===== src/rtl/apt_pkg.sv =====
package apt_pkg;

  // Bitmap index of a group-masked priority for PRIO_BITS implemented bits
  function automatic int unsigned prio_to_idx(input logic [7:0] p, input int unsigned pbits);
    return int'(p >> (8 - pbits));
  endfunction

  // Priority value represented by a bitmap index
  function automatic logic [7:0] idx_to_prio(input int unsigned idx, input int unsigned pbits);
    logic [15:0] t;
    t = 16'(idx) << (8 - pbits);
    return t[7:0];
  endfunction

  function automatic int unsigned word_width(input int unsigned nwords);
    return (nwords > 1) ? $clog2(nwords) : 1;
  endfunction

endpackage


===== src/rtl/apt_lsb_find.sv =====
module apt_lsb_find #(
  parameter int W  = 32,
  localparam int IW = (W > 1) ? $clog2(W) : 1
) (
  input  logic [W-1:0]  vec,
  output logic          found,
  output logic [IW-1:0] idx
);
  // Scan downward so that the lowest set position is the one left standing
  always_comb begin
    found = 1'b0;
    idx   = '0;
    for (int i = W - 1; i >= 0; i--) begin
      if (vec[i]) begin
        found = 1'b1;
        idx   = IW'(i);
      end
    end
  end
endmodule


===== src/rtl/apt_bank.sv =====
module apt_bank #(
  parameter int NWORDS = 1,
  parameter int IDXW   = 5,
  parameter int WW     = 1
) (
  input  logic                 clk,
  input  logic                 rst_n,
  input  logic                 set_en,
  input  logic [IDXW-1:0]      set_idx,
  input  logic                 clr_en,
  input  logic [IDXW-1:0]      clr_idx,
  input  logic                 wr_en,
  input  logic [WW-1:0]        wr_word,
  input  logic [31:0]          wr_data,
  output logic [NWORDS*32-1:0] bits
);
  always_ff @(posedge clk or negedge rst_n) begin
    if (!rst_n) begin
      bits <= '0;
    end else begin
      if (set_en) bits[set_idx] <= 1'b1;
      if (clr_en) bits[clr_idx] <= 1'b0;
      // A write replaces its whole word, overriding a same-cycle set or clear
      for (int w = 0; w < NWORDS; w++) begin
        if (wr_en && (int'(wr_word) == w)) bits[w*32 +: 32] <= wr_data;
      end
    end
  end
endmodule


===== src/rtl/act_prio_tracker.sv =====
module act_prio_tracker
  import apt_pkg::*;
#(
  parameter int PRIO_BITS = 5,
  parameter bit NMI_EN    = 1'b1,
  localparam int NLVL     = 1 << PRIO_BITS,
  localparam int NWORDS   = (NLVL + 31) / 32,
  localparam int WW       = (NWORDS > 1) ? $clog2(NWORDS) : 1
) (
  input  logic          clk,
  input  logic          rst_n,
  input  logic          act_valid,
  input  logic          act_grp,
  input  logic [7:0]    act_prio,
  input  logic          act_nmi,
  input  logic          drop_req,
  output logic          drop_hit,
  output logic          drop_grp,
  output logic          drop_nmi,
  output logic [7:0]    drop_prio,
  input  logic          wr_en,
  input  logic          wr_grp,
  input  logic [WW-1:0] wr_word,
  input  logic [32:0]   wr_data,
  input  logic          rd_grp,
  input  logic [WW-1:0] rd_word,
  output logic [32:0]   rd_data,
  output logic [7:0]    rpr,
  output logic          rpr_nmi
);
  localparam int IDXW = PRIO_BITS;

  // Named internal events, also observed by the checker
  logic                 act_is_nmi;
  logic                 act_set_ord;
  logic [IDXW-1:0]      act_idx;
  logic                 nmi_q;
  logic                 any_ord;
  logic [IDXW-1:0]      low_idx;
  logic                 low_in_g0;
  logic                 drop_clear_nmi;
  logic                 drop_clear_ord;
  logic                 wr_nmi_word;
  logic [NWORDS*32-1:0] bm [2];
  logic [NLVL-1:0]      combined;

  assign act_is_nmi  = act_valid && act_nmi && NMI_EN;
  assign act_set_ord = act_valid && !act_is_nmi;
  assign act_idx     = IDXW'(prio_to_idx(act_prio, PRIO_BITS));

  for (genvar g = 0; g < 2; g++) begin : g_bank
    apt_bank #(
      .NWORDS (NWORDS),
      .IDXW   (IDXW),
      .WW     (WW)
    ) u_bank (
      .clk     (clk),
      .rst_n   (rst_n),
      .set_en  (act_set_ord && (act_grp == g[0])),
      .set_idx (act_idx),
      .clr_en  (drop_clear_ord && ((g == 0) ? low_in_g0 : !low_in_g0)),
      .clr_idx (low_idx),
      .wr_en   (wr_en && (wr_grp == g[0])),
      .wr_word (wr_word),
      .wr_data (wr_data[31:0]),
      .bits    (bm[g])
    );
  end

  assign combined = bm[0][NLVL-1:0] | bm[1][NLVL-1:0];

  apt_lsb_find #(.W(NLVL)) u_find (
    .vec   (combined),
    .found (any_ord),
    .idx   (low_idx)
  );

  assign low_in_g0      = bm[0][low_idx];
  assign drop_clear_nmi = drop_req && nmi_q;
  assign drop_clear_ord = drop_req && !nmi_q && any_ord;
  assign wr_nmi_word    = wr_en && wr_grp && (wr_word == '0);

  // NMI active flag, owned by group 1 word 0
  always_ff @(posedge clk or negedge rst_n) begin
    if (!rst_n) begin
      nmi_q <= 1'b0;
    end else if (NMI_EN) begin
      if (wr_nmi_word)         nmi_q <= wr_data[32];
      else if (drop_clear_nmi) nmi_q <= 1'b0;
      else if (act_is_nmi)     nmi_q <= 1'b1;
    end
  end

  // Drop result, valid in the cycle of the request
  assign drop_hit  = drop_req && (nmi_q || any_ord);
  assign drop_nmi  = drop_clear_nmi;
  assign drop_grp  = drop_clear_ord && !low_in_g0;
  assign drop_prio = drop_clear_ord ? idx_to_prio(int'(low_idx), PRIO_BITS) : 8'hFF;

  // Running priority
  always_comb begin
    if (nmi_q)        rpr = 8'h00;
    else if (any_ord) rpr = idx_to_prio(int'(low_idx), PRIO_BITS);
    else              rpr = 8'hFF;
  end
  assign rpr_nmi = nmi_q;

  // Word readback
  always_comb begin
    rd_data = '0;
    for (int w = 0; w < NWORDS; w++) begin
      if (int'(rd_word) == w) rd_data[31:0] = bm[rd_grp][w*32 +: 32];
    end
    if (rd_grp && (rd_word == '0)) rd_data[32] = nmi_q;
  end

endmodule


===== config.mk =====
export PLATFORM = sky130hd
export DESIGN_NAME = act_prio_tracker
export DESIGN_NICKNAME = d
export VERILOG_FILES = /design/src/rtl/apt_pkg.sv /design/src/rtl/apt_lsb_find.sv /design/src/rtl/apt_bank.sv /design/src/rtl/act_prio_tracker.sv
export SDC_FILE = /design/constraint.sdc
export NUM_CORES = 1
export LEC_CHECK = 0
export BUFFER_PORTS_ARGS = -buffer_cell sky130_fd_sc_hd__buf_4
export CAP_MARGIN = 15
export CORE_MARGIN = 2
export CORE_UTILIZATION = 40
export CTS_CLUSTER_SIZE = 30
export DETAILED_ROUTE_END_ITERATION = 8
export RECOVER_POWER = 100
export SYNTH_ARGS = -nofsm -noshare
export SYNTH_HDL_FRONTEND = slang
export SYNTH_SLANG_ARGS = --single-unit
export TNS_END_PERCENT = 20

===== constraint.sdc =====
create_clock -name clk -period 5.4 [get_ports clk]
set_clock_uncertainty 0.05 [all_clocks]
set_input_delay 1.08 -clock clk [delete_from_list [all_inputs] [get_ports clk]]
set_output_delay 1.08 -clock clk [all_outputs]
set_load 0.05 [all_outputs]

* Yosys cells after proc, flatten, opt, wreduce, memory -nomap -nowiden
Index checks and enable logic that the tools add are counted.
** Storage, ports and cells
- Register bits :: 65
- Bits of input ports :: 52
- Output and inout port bits :: 53
- Logic and storage cells :: 130
** Operators by class
- Order comparisons :: 5
- Mux-type cells :: 87
- Bitwise operators :: 12
- Reduce and logical (&&, ||, !) cells :: 23
** Operators with widths (number)
- $mux W32 :: 10
- $mux W5 :: 32
- $or A32 B32 Y32 :: 3
- $and A32 B32 Y32 :: 2
- $mux W1 :: 39
- $not A32 Y32 :: 1
- $mux W8 :: 3
- $logic_and A1 B1 Y1 :: 18
- $lt A5 B6 Y1 const B :: 2
- $demux W1 S5 :: 2
- $ge A5 B1 Y1 const B :: 2
- $bmux W1 S5 :: 1
- $not A1 Y1 :: 5
- $logic_not A1 Y1 :: 3
- $reduce_bool A3 Y1 :: 1
- $ge A2 B2 Y1 const B :: 1
- $not A1 Y2 :: 1
- $logic_or A1 B1 Y1 :: 1

* Longest topological paths before layout
Gate-level depths: netlist of run 1.
- Depth after elaboration :: 41
- Depth in mapped cells :: 14
- Mapped depth without buffers :: 10

* By module
A second synthesis of run 1 with hierarchy kept.
** Second synthesis, totals
- Cell total of the unflattened synthesis :: 588
- Area, all modules :: 5240.0 um^2
** Modules (own cells, without submodules)
- apt_bank (g_bank[1].u_bank) :: instances 1, cells each 171, area an instance 1828.0 um^2, seq. area each 800.8 um^2
- apt_bank (g_bank[0].u_bank) :: instances 1, cells each 171, area an instance 1810.5 um^2, seq. area each 800.8 um^2
- act_prio_tracker :: instances 1, cells each 181, area an instance 1231.2 um^2, seq. area each 25.0 um^2
- apt_lsb_find :: instances 1, cells each 65, area an instance 370.4 um^2, seq. area each 0.0 um^2

* Worst setup path after synthesis of run 1
No wires, ideal clock.
- Path kind :: reg-to-output
- From :: register g_bank[0].u_bank.bits[18]
- To :: output port drop_grp
- Arrival :: 3.614 ns
- Data required time :: 4.270 ns
- Slack :: 0.656 ns
- Cell stages (with the launch flop) :: 13
- Buffers on the path :: 3
- Cell sequence :: dfrtp_1 o31a_1 o311a_1 o211ai_1 o211a_1 clkbuf_1 mux2i_1 o221ai_2 o31a_1 or4_1 clkbuf_1 clkbuf_1 nor2_1
** Between the ends
- Longest elaborated chain between the ends :: 24
- Elaborated cells on any way between the ends :: 44
- Those cells by class :: 40 x mux; 1 x bitwise; 3 x reduce/logical
** RTL lines
- start: declaration :: RTL line apt_bank.sv:15 : output logic [NWORDS*32-1:0] bits
- $or A32 B32 Y32 :: RTL line act_prio_tracker.sv:70 : assign combined = bm[0][NLVL-1:0] | bm[1][NLVL-1:0];
- $mux W5 (19 in a row) :: RTL line apt_lsb_find.sv:14 : if (vec[i]) begin
- $bmux W1 S5 :: RTL line act_prio_tracker.sv:78 : assign low_in_g0 = bm[0][low_idx];
- $mux W1 (not written as such) :: RTL line act_prio_tracker.sv:78
- $logic_not A1 Y1 :: RTL line act_prio_tracker.sv:97 : assign drop_grp = drop_clear_ord && !low_in_g0;
- $logic_and A1 B1 Y1 * :: RTL line act_prio_tracker.sv:97
- end: declaration :: RTL line act_prio_tracker.sv:18 : output logic drop_grp,
Mark *: on every way between the ends. The rest lies on a longest branch, timed or not. The select of a mux whose other input is x is not followed.

* Worst setup path after layout of run 1
- From :: input port rd_grp
- To :: output port rd_data[32]
** Between the ends
- Longest elaborated chain between the ends :: 2
** RTL lines
- start: declaration :: RTL line act_prio_tracker.sv:25 : input logic rd_grp,
- $logic_and A1 B1 Y1 :: RTL line act_prio_tracker.sv:114 : if (rd_grp && (rd_word == '0)) rd_data[32] = nmi_q;
- $mux W1 :: RTL line act_prio_tracker.sv:114
- end: declaration :: RTL line act_prio_tracker.sv:27 : output logic [32:0] rd_data,
No other way between the ends.

==> results of run 1 <==
per-layer routing:
layer  share of wire [%]  vias up  routed length, µm  global-route usage [%]
met1                  42     2611               8240                    41.5
li1                    -     2561                  -                       -
met3                 9.9       44               1930                    4.38
met2                  45      349               8780                    46.1
met4                 3.0        0                585                    12.1
met5                   0        -                  0                       0
state kept, by name, summed over array words and instances, names as in the netlist:
| name | count |
|---|---|
| g_bank.u_bank.bits | 64 |
| rpr_nmi | 1 |
synth_stat cells, types with 5 or more instances:
master / number
dfrtp_1: 65
a211o_1: 6
nand3_1: 8
nor2_1: 118
or4_1: 7
o21a_1: 17
nor4_1: 15
a31oi_1: 34
o21ai_0: 41
nand2b_1: 5
a21oi_1: 103
and3_1: 8
clkbuf_1: 34
nand2_1: 71
mux2i_1: 39
metrics by stage:
| stage | hold WS, ns | utilization (%) | std cells | instance area (µm²) |
|---|---|---|---|---|
| 6_report | 0.596 | 48.6 | 905 | 5860 |
| 5_1_grt | 0.624 | 48.6 | 905 | 5860 |
| 4_1_cts | 0.595 | 50.2 | 905 | 6060 |
| 3_5_place_dp | 0.589 | 48.1 | 892 | 5800 |
| 3_3_place_gp | 0.582 | 48.1 | 892 | 5800 |
| 2_1_floorplan | 0.550 | - | 657 | 4940 |
worst max-delay path by stage:
stage | to | slack (ns) | cells after the start
after floorplan | drop_grp | 0.66 | 12
after global placement | drop_grp | 0.82 | 11
after detailed placement | drop_grp | 0.73 | 11
after CTS | drop_grp | 0.34 | 11
after global routing | rd_data[32] | 0.11 | 4
final | rd_data[32] | 0.23 | 4
report_power, final:
part,internal (mW),total [mW],switching (mW)
Clock,0.315,0.526,0.212
Combinational,0.361,1.22,0.854
Sequential,0.586,0.749,0.163
area by class of cell:
cell class / count / area [µm²]
clock buffers: 12 / 246
clock inverters: 1 / 5.00
fillers: 1274 / 6200
inverters: 4 / 15.0
multi-input cells: 544 / 3110
flip-flops and latches: 65 / 1630
well taps: 168 / 210
repair buffers: 111 / 643
worst max-delay path, stage by stage:
cell,delay (ns)
clkbuf_1,1.89
nand2_1,0.53
nor2_1,0.22
clkbuf_2,0.30
cells by family after synthesis:
family	after synthesis	synth area share [%]
flip-flops	65	32.9
AND/OR/NAND/NOR	264	24.7
multiplexers	41	8.35
AO/OA/AOI/OAI	239	29.7
buffers and inverters	48	4.30
cells in the final DEF (no fill, tap or decap), drive strengths merged, types with 3 or more instances in the layout:
master	netlist	layout
mux2i	39	39
inv	4	4
and3b	3	3
nor4	19	19
nand3	8	8
nor2b	3	3
a211o	6	6
o311ai	4	4
nor3	4	4
a21oi	103	103
nor3b	4	4
or2	3	3
and3	8	8
a31oi	34	34
buf	10	58
nand2b	5	5
and2	3	3
a211oi	4	4
a221oi	4	4
or4	7	7
nand2	71	71
dfrtp	65	65
o21ai	43	43
o21a	17	17
clkbuf	34	65
nor2	119	119
o31a	4	4
==> results.cfg, run 1 <==
[status]
status = finished, violations left
violations = capacitance limit, slew limit

[hold_path]
hold_path.class = reg -> reg
hp-start = g_bank[1].u_bank.bits[26]
worstHoldPathCells = 2
whs_endpoint = g_bank[1].u_bank.bits[26]

[pwr]
power_density_nw_per_um2 = 425
ir_drop_mv = 0.273
p_leak_nw = 2.37
finalPower_mw = 2.49

[critical_path]
startpoint_type = primary input
critPathKind = in -> out
arrival_ns = 4.04
worst-path-max-fanout = 33
cp-startpoint = rd_grp
reg2reg_from = g_bank[0].u_bank.bits[12]
reg2reg_slack_ns = 0.79
cp.required_ns = 4.27
r2r-end = g_bank[1].u_bank.bits[6]
endpoint_kind = primary output
reg2regPathDepth = 11

[clock_tree]
clk_pin_slew_worst_paths_ns = 0.05
clk_latency_ns = 0.34
post-cts-setup-buffers = 0
cts_tree = done
cts_hold_buf = 0
cts.sinks = 65
cts_buffer_depth = 2
ctsRootBufferMaster = clkbuf_16
cts_resized = 0
numCtsBuffers = 9
htree_levels = 3

[sta]
fmax_mhz = 193
fin_ws_ns = 0.226
layout_min_cycle_time_ns = 5.17
relSlewSlack_pct = -153
worst_slew_pin_slew_ns = 3.79
setup_viol = 0
finalSetupTns_ns = 0
hold_viol = 0
finalCritPeriodShare_pct = 95.8
drv_slew = 139
rsz0062_at_grt = false

[yosys]
synthFlopType = dfrtp_1
ys_top_cells_by_area = dfrtp_1, a21oi_1, nor2_1
synth_edf_count = 0
syn_nets = 709
synth-seq-cells = 65
syn_inst = 657
seq_area_frac_synth_pct = 32.9
ys_warn_count = 0
yosysTopAreaCellShare_pct = 32.9
avgSynthCellArea_um2 = 7.52
ys_types = 58
yosys.area.top_type = dfrtp_1
synthArstFlopShare_pct = 100
syn_area_um2 = 4940

[drt]
wl_um = 19500
drt_iter0_markers = 671
post-route-drc-count = 0
routedWlPerCell_um = 21.6
viasPerCell = 6.15
first_pass_iters = 6
antenna_left = 0
num_vias = 5565

[finish]
nets = 787
antennaDiodeCount = 0
synthToLayoutAreaGrowth_pct = 18.5
drive_gt1_share_pct = 12.8

[place]
place_hpwl_um = 13100
place_ws_ns = 0.730
portBuffers = 101
place_congestion = 0.930

[die]
die_y_um = 115
rows = 40
start_util_pct = 41.0
num_io_pins = 105
die_area_um2 = 13300
die_w_um = 115
coreArea_um2 = 12100

[grt]
grt_usage_pct = 29.7
grt_pass1_wl_um = 29500
grt_pass1_vias = 5247
grt-ovfl-total = 0
grt_max_degree = 66
grt_antenna_before_repair = 0

[flow_run]
maxCapViolCount = 3
No activity file was read; power rests on OpenSTA's default activity.
==> run 2: changes to the inputs <==
--- a/config.mk
+++ b/config.mk
@@ -7,8 +7,10 @@
 export LEC_CHECK = 0
 export BUFFER_PORTS_ARGS = -buffer_cell sky130_fd_sc_hd__buf_4
 export CAP_MARGIN = 15
+export CORE_ASPECT_RATIO = 0.9
 export CORE_MARGIN = 2
 export CORE_UTILIZATION = 40
+export CTS_BUF_LIST = sky130_fd_sc_hd__clkbuf_8
 export CTS_CLUSTER_SIZE = 30
 export DETAILED_ROUTE_END_ITERATION = 8
 export RECOVER_POWER = 100
==> constraint.sdc (replaced) <==
create_clock -name clk -period 5.4 [get_ports clk]
set_clock_uncertainty 0.05 [all_clocks]
set_input_delay 1.08 -clock clk [delete_from_list [all_inputs] [get_ports clk]]
set_output_delay 1.08 -clock clk [all_outputs]
set_load 0.005 [all_outputs]
==> run 2 against run 1 <==
The flow still finishes with violations (capacitance limit, slew limit). Clock power decreased by 32%. Critical endpoint is now drop_grp. Sequential share of layout area decreased by 0.25 points. First-iteration DRC count decreased by 3.9%. Largest cell class unchanged. Critical path type is now reg -> out.
==> results.cfg, run 2 (synthesis results as in run 1) <==
[die]
start_util_pct = 40.9
die_y_um = 109
coreArea_um2 = 12100
num_io_pins = 105
rows = 38
die_w_um = 121
die_area_um2 = 13300

[status]
violations = capacitance limit, slew limit
status = finished, violations left

[sta]
setup_viol = 0
finalCritPeriodShare_pct = 94.3
drv_slew = 139
worst_slew_pin_slew_ns = 3.76
hold_viol = 0
fmax_mhz = 196
relSlewSlack_pct = -151
finalSetupTns_ns = 0
rsz0062_at_grt = false
layout_min_cycle_time_ns = 5.09

[finish]
nets = 785
antennaDiodeCount = 0
postLayoutCoreUtil_pct = 49.0
final_common_cell = nor2_1
layout_common_cells = nor2_1, a21oi_1, nand2_1, dfrtp_1, buf_4
regMostFlops = g_bank.u_bank.bits
synthToLayoutAreaGrowth_pct = 19.6
drive_gt1_share_pct = 18.2
largest_reg_flops = 64

[place]
place_congestion = 0.935
portBuffers = 101
place_hpwl_um = 13300

[clock_tree]
ctsRootBufferMaster = clkbuf_8
cts_resized = 0
clk_latency_ns = 0.37
cts_buffer_depth = 2
cts.sinks = 65
htree_levels = 3
clk_pin_slew_worst_paths_ns = 0.07
cts_hold_buf = 0
cts_tree = done
numCtsBuffers = 9
post-cts-setup-buffers = 0

[pwr]
ir_drop_mv = 0.288
power_density_nw_per_um2 = 362
p_leak_nw = 2.48
finalPower_mw = 2.14

[drt]
drt_iter0_markers = 645
antenna_left = 0
first_pass_iters = 7
wl_um = 19700
post-route-drc-count = 0
routedWlPerCell_um = 21.9
viasPerCell = 6.28
num_vias = 5633

[grt]
grt_use_met1_pct = 43.5
grt_antenna_before_repair = 0
grt_pass1_wl_um = 30300
gr-usage-met3_pct = 8.14
grt_usage_pct = 30.7
grt-ovfl-total = 0
met2_usage_pct = 44.7
grt_pass1_vias = 5303
grt_max_degree = 66
busiest_layer = met2

[critical_path]
worst-path-max-fanout = 8
cp.required_ns = 4.27
endpoint_kind = primary output
critPathKind = reg -> out
arrival_ns = 3.96
startpoint_type = flop

[flow_run]
maxCapViolCount = 4

[hold_path]
hold_path.class = reg -> reg
-- run 2: path summary, 6_finish.rpt --
path / to / from / slack [ns] / cells past startpoint
max: drop_grp / g_bank[0].u_bank.bits[12] / 0.31 / 11
min reg2reg: g_bank[1].u_bank.bits[26] / g_bank[1].u_bank.bits[26] / 0.62 / 2
max reg2reg: g_bank[1].u_bank.bits[6] / g_bank[0].u_bank.bits[12] / 0.77 / 11
min: g_bank[1].u_bank.bits[26] / g_bank[1].u_bank.bits[26] / 0.62 / 2
max in group asynchronous: g_bank[1].u_bank.bits[0] / rst_n / 1.24 / 1
min in group asynchronous: g_bank[0].u_bank.bits[12] / rst_n / 1.95 / 1
-- run 2: through the flow --
stage	worst slack, ns	std cells	area [µm²]	hold slack (ns)
3_3_place_gp	0.841	882	5780	0.590
2_1_floorplan	1.20	657	4940	0.550
5_1_grt	0.0609	897	5910	0.648
6_report	0.309	897	5910	0.623
3_5_place_dp	0.760	882	5780	0.608
4_1_cts	0.345	897	5940	0.617
-- run 2: critical path, stage by stage, from the launching register on --
cell,delay [ns]
dfrtp_1,0.45
nor2_1,0.18
o31ai_1,0.14
a2111oi_2,0.63
o21ai_2,0.15
nor2_2,0.42
mux2i_1,0.30
o22ai_1,0.10
o31a_1,0.32
or4_1,0.62
nor2_1,0.13
clkbuf_4,0.14
-- run 2: where the power goes --
group / internal, mW / total (mW) / switching [mW]
logic: 0.386 / 1.04 / 0.656
registers: 0.585 / 0.740 / 0.155
clock network: 0.168 / 0.360 / 0.191
total: 1.14 / 2.14 / 1.00
-- run 2: routing by layer --
metal	share of wire, %	up-vias
li1	-	2554
met1	42	2667
met2	42	367
met3	12	45
met4	3.3	0
met5	0	-
-- run 2: area by class of cell --
type,instances,area [µm²]
Fill cell,1244,6160
Multi-Input combinational cell,544,3120
Sequential cell,65,1630
Timing Repair Buffer,109,797
Tap cell,160,200
Clock buffer,10,138
Clock inverter,5,18.8
Inverter,4,15.0
==> run 3: changes to the inputs <==
--- a/config.mk
+++ b/config.mk
@@ -7,7 +7,6 @@
 export LEC_CHECK = 0
 export BUFFER_PORTS_ARGS = -buffer_cell sky130_fd_sc_hd__buf_4
 export CAP_MARGIN = 15
-export CORE_ASPECT_RATIO = 0.9
 export CORE_MARGIN = 2
 export CORE_UTILIZATION = 40
 export CTS_BUF_LIST = sky130_fd_sc_hd__clkbuf_8
@@ -16,5 +15,6 @@
 export RECOVER_POWER = 100
 export SYNTH_ARGS = -nofsm -noshare
 export SYNTH_HDL_FRONTEND = slang
+export SYNTH_HIERARCHICAL = 1
 export SYNTH_SLANG_ARGS = --single-unit
 export TNS_END_PERCENT = 20
==> constraint.sdc (replaced) <==
create_clock -name clk -period 5.4 [get_ports clk]
set_clock_uncertainty 0.05 [all_clocks]
set_input_delay 1.08 -clock clk [delete_from_list [all_inputs] [get_ports clk]]
set_output_delay 1.08 -clock clk [all_outputs]
set_load 0.05 [all_outputs]
==> run 3 against run 2 <==
Non-clock buffer count is 2 lower. Largest power group unchanged. First-iteration DRC count decreased by 32%. Flip-flop and latch count unchanged. Clock-buffer cell count up 4. Largest cell class unchanged. Final area up 0.95%. Critical path type is now in -> out. Worst setup slack worse by 0.056 ns. Sequential share of layout area shrank 0.26 points. Area after synthesis grew 6.0%. Critical endpoint is now rd_data[6]. The flow still finishes with violations (capacitance limit, slew limit).
==> results.cfg, run 3 <==
[status]
status = finished, violations left
violations = capacitance limit, slew limit

[sta]
relSlewSlack_pct = -147
finalSetupTns_ns = 0
worst_slew_pin_slew_ns = 3.71
setup_viol = 0
rsz0062_at_grt = false
layout_min_cycle_time_ns = 5.15
finalCritPeriodShare_pct = 95.3
drv_slew = 100
hold_viol = 0
fin_ws_ns = 0.253
fmax_mhz = 194
hold_slack_ns = 0.567

[clock_tree]
cts.sinks = 65
cts_buffer_depth = 2
clk_pin_slew_worst_paths_ns = 0.08
post-cts-setup-buffers = 0
ctsRootBufferMaster = clkbuf_8
cts_resized = 0
htree_levels = 3
cts_tree = done
numCtsBuffers = 9
clk_latency_ns = 0.37
cts_hold_buf = 0

[yosys]
synth.most_common_cell = nor2_1
yosys.area.top_type = dfrtp_1
synth-seq-cells = 65
yosys-top-cells-count = nor2_1, a211oi_1, dfrtp_1
synth_edf_count = 0
ys_types = 52
ys_top_cells_by_area = dfrtp_1, a211oi_1, mux2i_1
synthFlopType = dfrtp_1
seq_area_frac_synth_pct = 31.0
yosysTopAreaCellShare_pct = 31.0
syn_inst = 588
syn_area_um2 = 5240
syn_nets = 640
ys_warn_count = 6
avgSynthCellArea_um2 = 8.91
synthArstFlopShare_pct = 100

[place]
place_hpwl_um = 14100
dp_cells = 827
place_area_um2 = 5950
place_ws_ns = 0.781
place_congestion = 0.972
portBuffers = 101

[flow_run]
maxCapViolCount = 2

[pwr]
p_leak_nw = 2.25
power_density_nw_per_um2 = 366
finalPower_mw = 2.19
ir_drop_mv = 0.118

[finish]
largest_reg_flops = 64
nets = 718
drive_gt1_share_pct = 21.0
synthToLayoutAreaGrowth_pct = 13.9
final_area_um2 = 5970
postLayoutCoreUtil_pct = 46.9
final_common_cell = nor2_1
layout_common_cells = nor2_1, a211oi_1, dfrtp_1, buf_4
antennaDiodeCount = 0
stdcell_count = 843
regMostFlops = g_bank.u_bank/bits

[critical_path]
worst-path-max-fanout = 33
reg2reg_slack_ns = 0.83
startpoint_type = primary input
arrival_ns = 4.02
endpoint_kind = primary output
critPathKind = in -> out
cp.required_ns = 4.27

[grt]
grt_usage_pct = 29.5
grt-ovfl-total = 0
gr-usage-met3_pct = 6.95
met2_usage_pct = 45.5
busiest_layer = met2
grt_max_degree = 66
grt_pass1_wl_um = 31000
grt_pass1_vias = 5161
grt_use_met1_pct = 39.5
grt_antenna_before_repair = 0

[die]
rows = 41
die_y_um = 118
coreArea_um2 = 12700
die_w_um = 118
start_util_pct = 41.2
die_area_um2 = 14000
num_io_pins = 105

[drt]
antenna_left = 0
post-route-drc-count = 0
first_pass_iters = 5
num_vias = 5197
routedWlPerCell_um = 24.6
wl_um = 20800
viasPerCell = 6.16
drt_iter0_markers = 439

[hold_path]
hold_path.class = reg -> reg
[run 3: changes by cell type after synthesis, sizes merged, moves of 29 or more]
| cell | previous run | this run |
|---|---|---|
| a21oi | 103 | 12 |
| nand2 | 71 | 13 |
| a31oi | 34 | 1 |
| a211oi | 4 | 132 |
| or2 | 3 | 32 |
| o21ai | 43 | 4 |
[run 3: layer usage]
layer / part of all wire (%) / vias up
li1: - / 2349
met1: 42 / 2491
met2: 44 / 299
met3: 11 / 58
met4: 3.3 / 0
met5: 0 / -
[run 3: path summary, 6_finish.rpt]
kind	from	endpoint	cells past startpoint
hold reg to reg	g_bank[1].u_bank/bits[30]	g_bank[1].u_bank/bits[30]	2
setup reg to reg	g_bank[1].u_bank/bits[28]	g_bank[1].u_bank/bits[6]	15
hold / removal	g_bank[1].u_bank/bits[30]	g_bank[1].u_bank/bits[30]	2
min in group asynchronous	rst_n	g_bank[1].u_bank/bits[27]	1
max in group asynchronous	rst_n	g_bank[0].u_bank/bits[13]	1
setup / recovery	rd_grp	rd_data[6]	4
[run 3: cell type report]
class | count | area, µm²
multi-input cells | 472 | 3250
clock buffers | 14 | 193
clock inverters | 2 | 33.8
flip-flops and latches | 65 | 1630
repair buffers | 107 | 614
inverters | 11 | 41.3
fillers | 1323 | 6750
well taps | 172 | 215
[run 3: cells by family (layout without fill, tap and decap cells)]
| group | after synthesis | after routing | synth area share [%] |
|---|---|---|---|
| AO/OA/AOI/OAI | 163 | 163 | 24.4 |
| buffers and inverters | 51 | 134 | 7.07 |
| flip-flops | 65 | 65 | 31.0 |
| multiplexers | 50 | 50 | 9.57 |
| AND/OR/NAND/NOR | 259 | 259 | 28.0 |
[run 3: critical path: stages]
cell	delay, ns
clkbuf_1	1.87
mux2i_1	0.37
nor2_1	0.19
clkbuf_1	0.48
[run 3: power breakdown]
| group | internal, mW | total, mW | switching (mW) | leakage [nW] |
|---|---|---|---|---|
| registers | 0.584 | 0.676 | 0.0924 | 0.718 |
| clock network | 0.275 | 0.475 | 0.200 | 0.120 |
| logic | 0.329 | 1.04 | 0.707 | 1.41 |
